## config.mk

```make
export PLATFORM = sky130hd
export DESIGN_NAME = dma_addr_engine
export DESIGN_NICKNAME = d
export VERILOG_FILES = /design/src/rtl/dma_eng_pkg.sv /design/src/rtl/dma_ptr_side.sv /design/src/rtl/dma_blk_count.sv /design/src/rtl/dma_addr_engine.sv
export SDC_FILE = /design/constraint.sdc
export NUM_CORES = 1
export LEC_CHECK = 0
export ABC_AREA = 1
export BUFFER_PORTS_ARGS = -buffer_cell sky130_fd_sc_hd__buf_2
export CORE_MARGIN = 10
export CORE_UTILIZATION = 45
export DETAILED_ROUTE_END_ITERATION = 7
export GPL_TIMING_DRIVEN = 0
export PLACE_DENSITY_LB_ADDON = 0.05
export SKIP_LAST_GASP = 1
export SLEW_MARGIN = 20
export SYNTH_ARGS = -nofsm -noshare
export SYNTH_HDL_FRONTEND = slang
export SYNTH_SLANG_ARGS = --single-unit
export TNS_END_PERCENT = 10
```

## constraint.sdc

```tcl
create_clock -name clk -period 2.4 [get_ports clk]
set_clock_uncertainty 0.2 [all_clocks]
set_input_delay 0.12 -clock clk [delete_from_list [all_inputs] [get_ports clk]]
set_output_delay 0.12 -clock clk [all_outputs]
set_load 0.01 [all_outputs]
```

## src/rtl/dma_eng_pkg.sv

```systemverilog
package dma_eng_pkg;

  localparam int REG_AW = 5;

  localparam logic [REG_AW-1:0] OFS_A_CUR = 5'h00;
  localparam logic [REG_AW-1:0] OFS_A_RLD = 5'h04;
  localparam logic [REG_AW-1:0] OFS_B_CUR = 5'h08;
  localparam logic [REG_AW-1:0] OFS_B_RLD = 5'h0C;
  localparam logic [REG_AW-1:0] OFS_CNT   = 5'h10;
  localparam logic [REG_AW-1:0] OFS_CRLD  = 5'h14;
  localparam logic [REG_AW-1:0] OFS_CTRL  = 5'h1C;

  localparam int CTRL_BITS = 9;

  typedef enum logic [1:0] {
    STEP_NONE = 2'b00,
    STEP_UP   = 2'b01,
    STEP_DOWN = 2'b10,
    STEP_RSV  = 2'b11
  } step_e;

  typedef struct packed {
    logic [1:0] step_b;
    logic       adj_b;
    logic [1:0] step_a;
    logic       adj_a;
    logic       flyby;
    logic       two_byte;
    logic       dir;
  } ctrl_t;

  // Pointer adjustment after one transfer.
  function automatic logic [23:0] step_addr(input logic [23:0] cur,
                                            input logic en,
                                            input logic [1:0] code,
                                            input logic two_byte);
    logic [23:0] amt;
    amt = two_byte ? 24'd2 : 24'd1;
    if (!en) return cur;
    case (step_e'(code))
      STEP_UP:   return cur + amt;
      STEP_DOWN: return cur - amt;
      default:   return cur;
    endcase
  endfunction

  // Count after a transfer that is not the last of the block.
  // A zero count behaves like the largest value.
  function automatic logic [15:0] count_next(input logic [15:0] cnt);
    if (cnt == '0) return 16'hFFFE;
    return cnt - 16'd1;
  endfunction

endpackage

```

## src/rtl/dma_ptr_side.sv

```systemverilog
module dma_ptr_side #(
  parameter int AW = 24
) (
  input  logic          clk,
  input  logic          rst_n,
  input  logic          wr_cur,
  input  logic          wr_rld,
  input  logic [AW-1:0] wdata,
  input  logic          xfer,
  input  logic          blk_end,
  input  logic          hold,
  input  logic          adj_en,
  input  logic [1:0]    step_code,
  input  logic          two_byte,
  output logic [AW-1:0] cur,
  output logic [AW-1:0] rld
);
  import dma_eng_pkg::*;

  logic          upd_evt;
  logic [AW-1:0] stepped;

  assign upd_evt = xfer && !hold && !wr_cur;
  assign stepped = AW'(step_addr(24'(cur), adj_en, step_code, two_byte));

  always_ff @(posedge clk or negedge rst_n) begin
    if (!rst_n) begin
      cur <= '0;
    end else if (wr_cur) begin
      cur <= wdata;
    end else if (upd_evt) begin
      cur <= blk_end ? rld : stepped;
    end
  end

  always_ff @(posedge clk or negedge rst_n) begin
    if (!rst_n)      rld <= '0;
    else if (wr_rld) rld <= wdata;
  end


  hold_side_chk: assert property (@(posedge clk) disable iff (!rst_n)
    (xfer && hold && !wr_cur) |=> $stable(cur));


  no_step_when_off_chk: assert property (@(posedge clk) disable iff (!rst_n)
    (xfer && !blk_end && !adj_en && !wr_cur) |=> $stable(cur));


  reload_ptr_chk: assert property (@(posedge clk) disable iff (!rst_n)
    (xfer && blk_end && !hold && !wr_cur && !wr_rld) |=> (cur == $past(rld)));

endmodule

```

## src/rtl/dma_blk_count.sv

```systemverilog
module dma_blk_count #(
  parameter int CW = 16
) (
  input  logic          clk,
  input  logic          rst_n,
  input  logic          wr_cnt,
  input  logic          wr_rld,
  input  logic [CW-1:0] wdata,
  input  logic          xfer,
  output logic [CW-1:0] cnt,
  output logic [CW-1:0] rld,
  output logic          last
);
  import dma_eng_pkg::*;

  localparam logic [CW-1:0] ONE = CW'(1);

  assign last = xfer && (cnt == ONE);

  always_ff @(posedge clk or negedge rst_n) begin
    if (!rst_n) begin
      cnt <= '0;
    end else if (wr_cnt) begin
      cnt <= wdata;
    end else if (xfer) begin
      cnt <= last ? rld : CW'(count_next(16'(cnt)));
    end
  end

  always_ff @(posedge clk or negedge rst_n) begin
    if (!rst_n)      rld <= '0;
    else if (wr_rld) rld <= wdata;
  end


  count_dec_chk: assert property (@(posedge clk) disable iff (!rst_n)
    (xfer && !wr_cnt && cnt > ONE) |=> (cnt == $past(cnt) - ONE));


  zero_len_chk: assert property (@(posedge clk) disable iff (!rst_n)
    (xfer && !wr_cnt && cnt == '0) |=> (cnt == {CW{1'b1}} - ONE));


  count_reload_chk: assert property (@(posedge clk) disable iff (!rst_n)
    (last && !wr_cnt && !wr_rld) |=> (cnt == $past(rld)));

endmodule

```

## src/rtl/dma_addr_engine.sv

```systemverilog
module dma_addr_engine #(
  parameter int DW = 32,
  parameter int AW = 24,
  parameter int CW = 16
) (
  input  logic                        clk,
  input  logic                        rst_n,
  input  logic                        reg_we,
  input  logic [dma_eng_pkg::REG_AW-1:0] reg_addr,
  input  logic [DW-1:0]               reg_wdata,
  output logic [DW-1:0]               reg_rdata,
  input  logic                        xfer_done,
  output logic [AW-1:0]               src_addr,
  output logic [AW-1:0]               dst_addr,
  output logic                        xfer_two_byte,
  output logic                        blk_done
);
  import dma_eng_pkg::*;

  localparam int NSIDE = 2;
  localparam int APAD  = DW - AW;
  localparam int CPAD  = DW - CW;
  localparam int KPAD  = DW - CTRL_BITS;

  ctrl_t         ctrl;
  logic          wr_ctrl;
  logic [AW-1:0] cur [NSIDE];
  logic [AW-1:0] rld [NSIDE];
  logic [CW-1:0] cnt_q, cnt_rld;
  logic          last_xfer;
  logic [AW-1:0] b_visible;

  assign wr_ctrl = reg_we && (reg_addr == OFS_CTRL);

  always_ff @(posedge clk or negedge rst_n) begin
    if (!rst_n)       ctrl <= '0;
    else if (wr_ctrl) ctrl <= ctrl_t'(reg_wdata[CTRL_BITS-1:0]);
  end

  for (genvar g = 0; g < NSIDE; g++) begin : g_side
    localparam logic [REG_AW-1:0] CUR_OFS = (g == 0) ? OFS_A_CUR : OFS_B_CUR;
    localparam logic [REG_AW-1:0] RLD_OFS = (g == 0) ? OFS_A_RLD : OFS_B_RLD;
    logic       hold_s, adj_s;
    logic [1:0] step_s;
    if (g == 0) begin : g_a
      assign hold_s = 1'b0;
      assign adj_s  = ctrl.adj_a;
      assign step_s = ctrl.step_a;
    end else begin : g_b
      assign hold_s = ctrl.flyby;
      assign adj_s  = ctrl.adj_b;
      assign step_s = ctrl.step_b;
    end
    dma_ptr_side #(.AW(AW)) u_side (
      .clk       (clk),
      .rst_n     (rst_n),
      .wr_cur    (reg_we && reg_addr == CUR_OFS),
      .wr_rld    (reg_we && reg_addr == RLD_OFS),
      .wdata     (reg_wdata[AW-1:0]),
      .xfer      (xfer_done),
      .blk_end   (last_xfer),
      .hold      (hold_s),
      .adj_en    (adj_s),
      .step_code (step_s),
      .two_byte  (ctrl.two_byte),
      .cur       (cur[g]),
      .rld       (rld[g])
    );
  end

  dma_blk_count #(.CW(CW)) u_count (
    .clk    (clk),
    .rst_n  (rst_n),
    .wr_cnt (reg_we && reg_addr == OFS_CNT),
    .wr_rld (reg_we && reg_addr == OFS_CRLD),
    .wdata  (reg_wdata[CW-1:0]),
    .xfer   (xfer_done),
    .cnt    (cnt_q),
    .rld    (cnt_rld),
    .last   (last_xfer)
  );

  assign b_visible     = ctrl.flyby ? '0 : cur[1];
  assign src_addr      = ctrl.dir ? b_visible : cur[0];
  assign dst_addr      = ctrl.dir ? cur[0] : b_visible;
  assign xfer_two_byte = ctrl.two_byte;
  assign blk_done      = last_xfer;

  always_comb begin
    case (reg_addr)
      OFS_A_CUR: reg_rdata = {{APAD{1'b0}}, cur[0]};
      OFS_A_RLD: reg_rdata = {{APAD{1'b0}}, rld[0]};
      OFS_B_CUR: reg_rdata = {{APAD{1'b0}}, cur[1]};
      OFS_B_RLD: reg_rdata = {{APAD{1'b0}}, rld[1]};
      OFS_CNT:   reg_rdata = {{CPAD{1'b0}}, cnt_q};
      OFS_CRLD:  reg_rdata = {{CPAD{1'b0}}, cnt_rld};
      OFS_CTRL:  reg_rdata = {{KPAD{1'b0}}, ctrl};
      default:   reg_rdata = '0;
    endcase
  end


  flyby_b_hidden_chk: assert property (@(posedge clk) disable iff (!rst_n)
    ctrl.flyby |-> (ctrl.dir ? (src_addr == '0) : (dst_addr == '0)));


  undef_read_zero_chk: assert property (@(posedge clk) disable iff (!rst_n)
    (reg_addr == 5'h18) |-> (reg_rdata == '0));

endmodule

```

==> impl_metrics.ini <==
[run_status]
status = finished, violations left
violations = setup timing

[final_layout]
design_area_um2 = 14200
drive_above_1_share_pct = 22.3
area_growth_pct = 27.1
final_nets = 1998
fillers = 2380

[synthesis]
synth_fa_ha_area_share_pct = 1.37
ys_types = 52
syn_inst = 1750
synth_flop_cell = dfrtp_1
synthMuxAreaShare_pct = 0
synth_edf_count = 0
yosysSeqAreaShare_pct = 30.8
yosys.area_share.simple_pct = 30.9
ys_warn_count = 0
synth-seq-cells = 137
synth_top_family_by_area = simple AND/OR/NAND/NOR gates
synth-compound-area-share_pct = 23.6
syn_area_um2 = 11100
async_flop_share_pct = 100
syn_avg_cell_area_um2 = 6.37
post_synth_xor_area_fraction_pct = 1.95

[grt]
grt_pass1_vias = 12800
grt_max_degree = 97
track_usage_pct = 33.0
antenna_found_initial = 1
grt_pass1_wl_um = 78900
grt-ovfl-total = 0

[worst_setup_path]
worstSetupStartpoint = reg_addr[1]
r2r-start = g_side[0].step_s[0]
cp_slowest_cell = o2111ai_1
cp_top_family = buffers and inverters
worstSetupPathType = primary input to output port
crit_path_frequent_cell = buf_2
end_kind = output port
start_kind = primary input
critPathBufInv = 4
worstPathMaxFanout = 10
cp.arrival_ns = 2.26
path_cells = buf_2, nor2_2, nand2_1, nor2_4, inv_2, buf_1, o2111ai_1, buf_2
slowest_delay_ns = 0.56
worstPathRequired_ns = 2.08

[die]
start_util_pct = 45.8
die-area_um2 = 31400
io_pins = 123
die_w_um = 177
core_area_um2 = 24300
die_h_um = 177
rows = 57

[sta]
fmax_mhz = 387
period_share_pct = 108
fin_crit_ns = 2.58
slew_headroom_pct = 41.2
hold_violations = 0
fin_ws_ns = -0.182
setup_viol = 62
drv_slew = 0
rsz0062_at_grt = yes
worstMarginPinSlew_ns = 0.882

[clock_tree]
cts_made_buffers = 17
cts_tree = done
htree_levels = 4
ctsRootBufferMaster = clkbuf_16
cts_buffer_depth = 2
clk-insertion-delay-late_ns = 0.44
cts.sinks = 137
clk_pin_slew_ns = 0.07

[routing]
vias = 13500
ant_nets = 0
viasPerCell = 5.91
drt_first_iter_violations = 1628
routedWlPerCell_um = 23.1
first_pass_iters = 6
drcViolationCount = 0
wl_um = 52900

[pwr]
peakVddDrop_mv = 0.661
p_leak_nw = 7.03
power_mw = 16.4
powerDensity_nw_per_um2 = 1160

[placed_design]
dp_hpwl_um = 41300
io_buffers = 106
place_area_um2 = 12200
gp_congestion = 1.02

[hold_path]
hold_path.class = primary input to asynchronous set/reset pin

[flow_run]
maxCapViolCount = 0
tightest hold or removal path: stages:
cell and delay [ns]:
dlygate4sd3_1 0.57, buf_8 0.13, buf_12 0.24
what timing repair did:
item	4_1_cts	5_1_grt
gates resized for setup	103	148
hold endpoints to repair	229	0
setup endpoints to repair	112	127
pin swaps	29	42
setup buffers	20	16
cloned	0	1
hold buffers	27	0
placed cells by master, fill, tap and decap left out, drive strengths merged, types with 18 or more instances in the layout:
| master | instances |
|---|---|
| nor2 | 158 |
| clkbuf | 62 |
| buf | 185 |
| xor2 | 19 |
| a21oi | 140 |
| o22ai | 44 |
| nand3 | 120 |
| nand4 | 18 |
| inv | 226 |
| o21ai | 164 |
| nand2 | 509 |
| dlygate4sd3 | 26 |
| o221ai | 19 |
| dfrtp | 137 |
cells in the mapped netlist, types with 18 or more instances:
cell type,number,share of area (%)
o22ai_1,44,2.5
clkbuf_1,40,1.3
a21oi_1,135,6.1
nand3_1,118,5.3
buf_2,19,0.85
dfrtp_1,137,31
nand2_1,503,17
xor2_1,18,1.4
inv_1,209,7.0
o21ai_0,159,7.1
o221ai_1,19,1.5
nor2_1,144,4.9
kinds of logic after synthesis:
family                     count (synthesis)
and+or+nand+nor                          820
AOI/OAI and AO/OA                        445
buffers and inverters                    312
DFF                                      137
xor gates and xnor gates                  24
adders and majority gates                 11
other                                      1
state kept, by name, summed over array words and instances (netlist names):
signal             count
ctrl                   1
u_count.rld           16
g_side.hold_s          1
g_side.u_side.rld     48
u_count.cnt           16
g_side.u_side.cur     48
g_side.step_s          4
g_side.adj_s           2
xfer_two_byte          1
where the power goes:
part           leakage [nW]  switching (mW)  total [mW]  internal [mW]
registers              1.71            1.01        4.06           3.05
clock network         0.282            1.17        2.73           1.56
logic                  5.03            6.25        9.60           3.35
total                  7.03            8.44        16.4           7.95
through the flow:
stage | setup TNS [ns] | utilization (%) | hold WS [ns] | instances | worst slack (ns)
global placement | -158.09 | 49.8 | 0.199 | 2187 | -1.01
global route | -9.64 | 58.2 | 0.0593 | 2284 | -0.252
floorplan | 0 | - | -0.376 | 1757 | 0.00608
CTS | -2.92 | 55.6 | 0.0259 | 2266 | -0.175
detailed placement | -22.85 | 50.0 | -0.167 | 2188 | -0.841
finish | -2.77 | 58.2 | 0.0408 | 2285 | -0.182
path summary, 6_finish.rpt:
kind                       slack (ns)  cells past startpoint                        to
hold / removal                   0.04                      3   g_side[1].u_side.rld[1]
min in group clk                 0.06                      5   g_side[1].u_side.cur[5]
setup reg to reg                -0.11                     16  g_side[0].u_side.cur[21]
hold reg to reg                  0.29                      2  g_side[1].u_side.rld[12]
max in group asynchronous        1.47                      3  g_side[0].u_side.rld[18]
setup / recovery                -0.18                      8              reg_rdata[9]
routing by layer:
| metal | share of wire, % | wire (um) | global-route usage, % | vias up |
|---|---|---|---|---|
| met2 | 46 | 24500 | 53.5 | 753 |
| met5 | 0 | 0 | 0 | - |
| li1 | - | - | - | 6209 |
| met1 | 40 | 21200 | 43.0 | 6413 |
| met3 | 9.5 | 5020 | 6.14 | 137 |
| met4 | 4.1 | 2150 | 12.5 | 0 |
cell type report:
type / count / area (um2) / area share [%]
Antenna cell: 2 / 5.00 / 0.0353
Buffer: 84 / 514 / 3.63
Clock buffer: 18 / 429 / 3.03
Clock inverter: 14 / 166 / 1.18
Inverter: 227 / 872 / 6.16
Multi-Input combinational cell: 1308 / 7180 / 50.7
Sequential cell: 137 / 3430 / 24.2
Tap cell: 324 / 405 / 2.86
Timing Repair Buffer: 171 / 1160 / 8.19
Power figures use the tool's default switching activity.
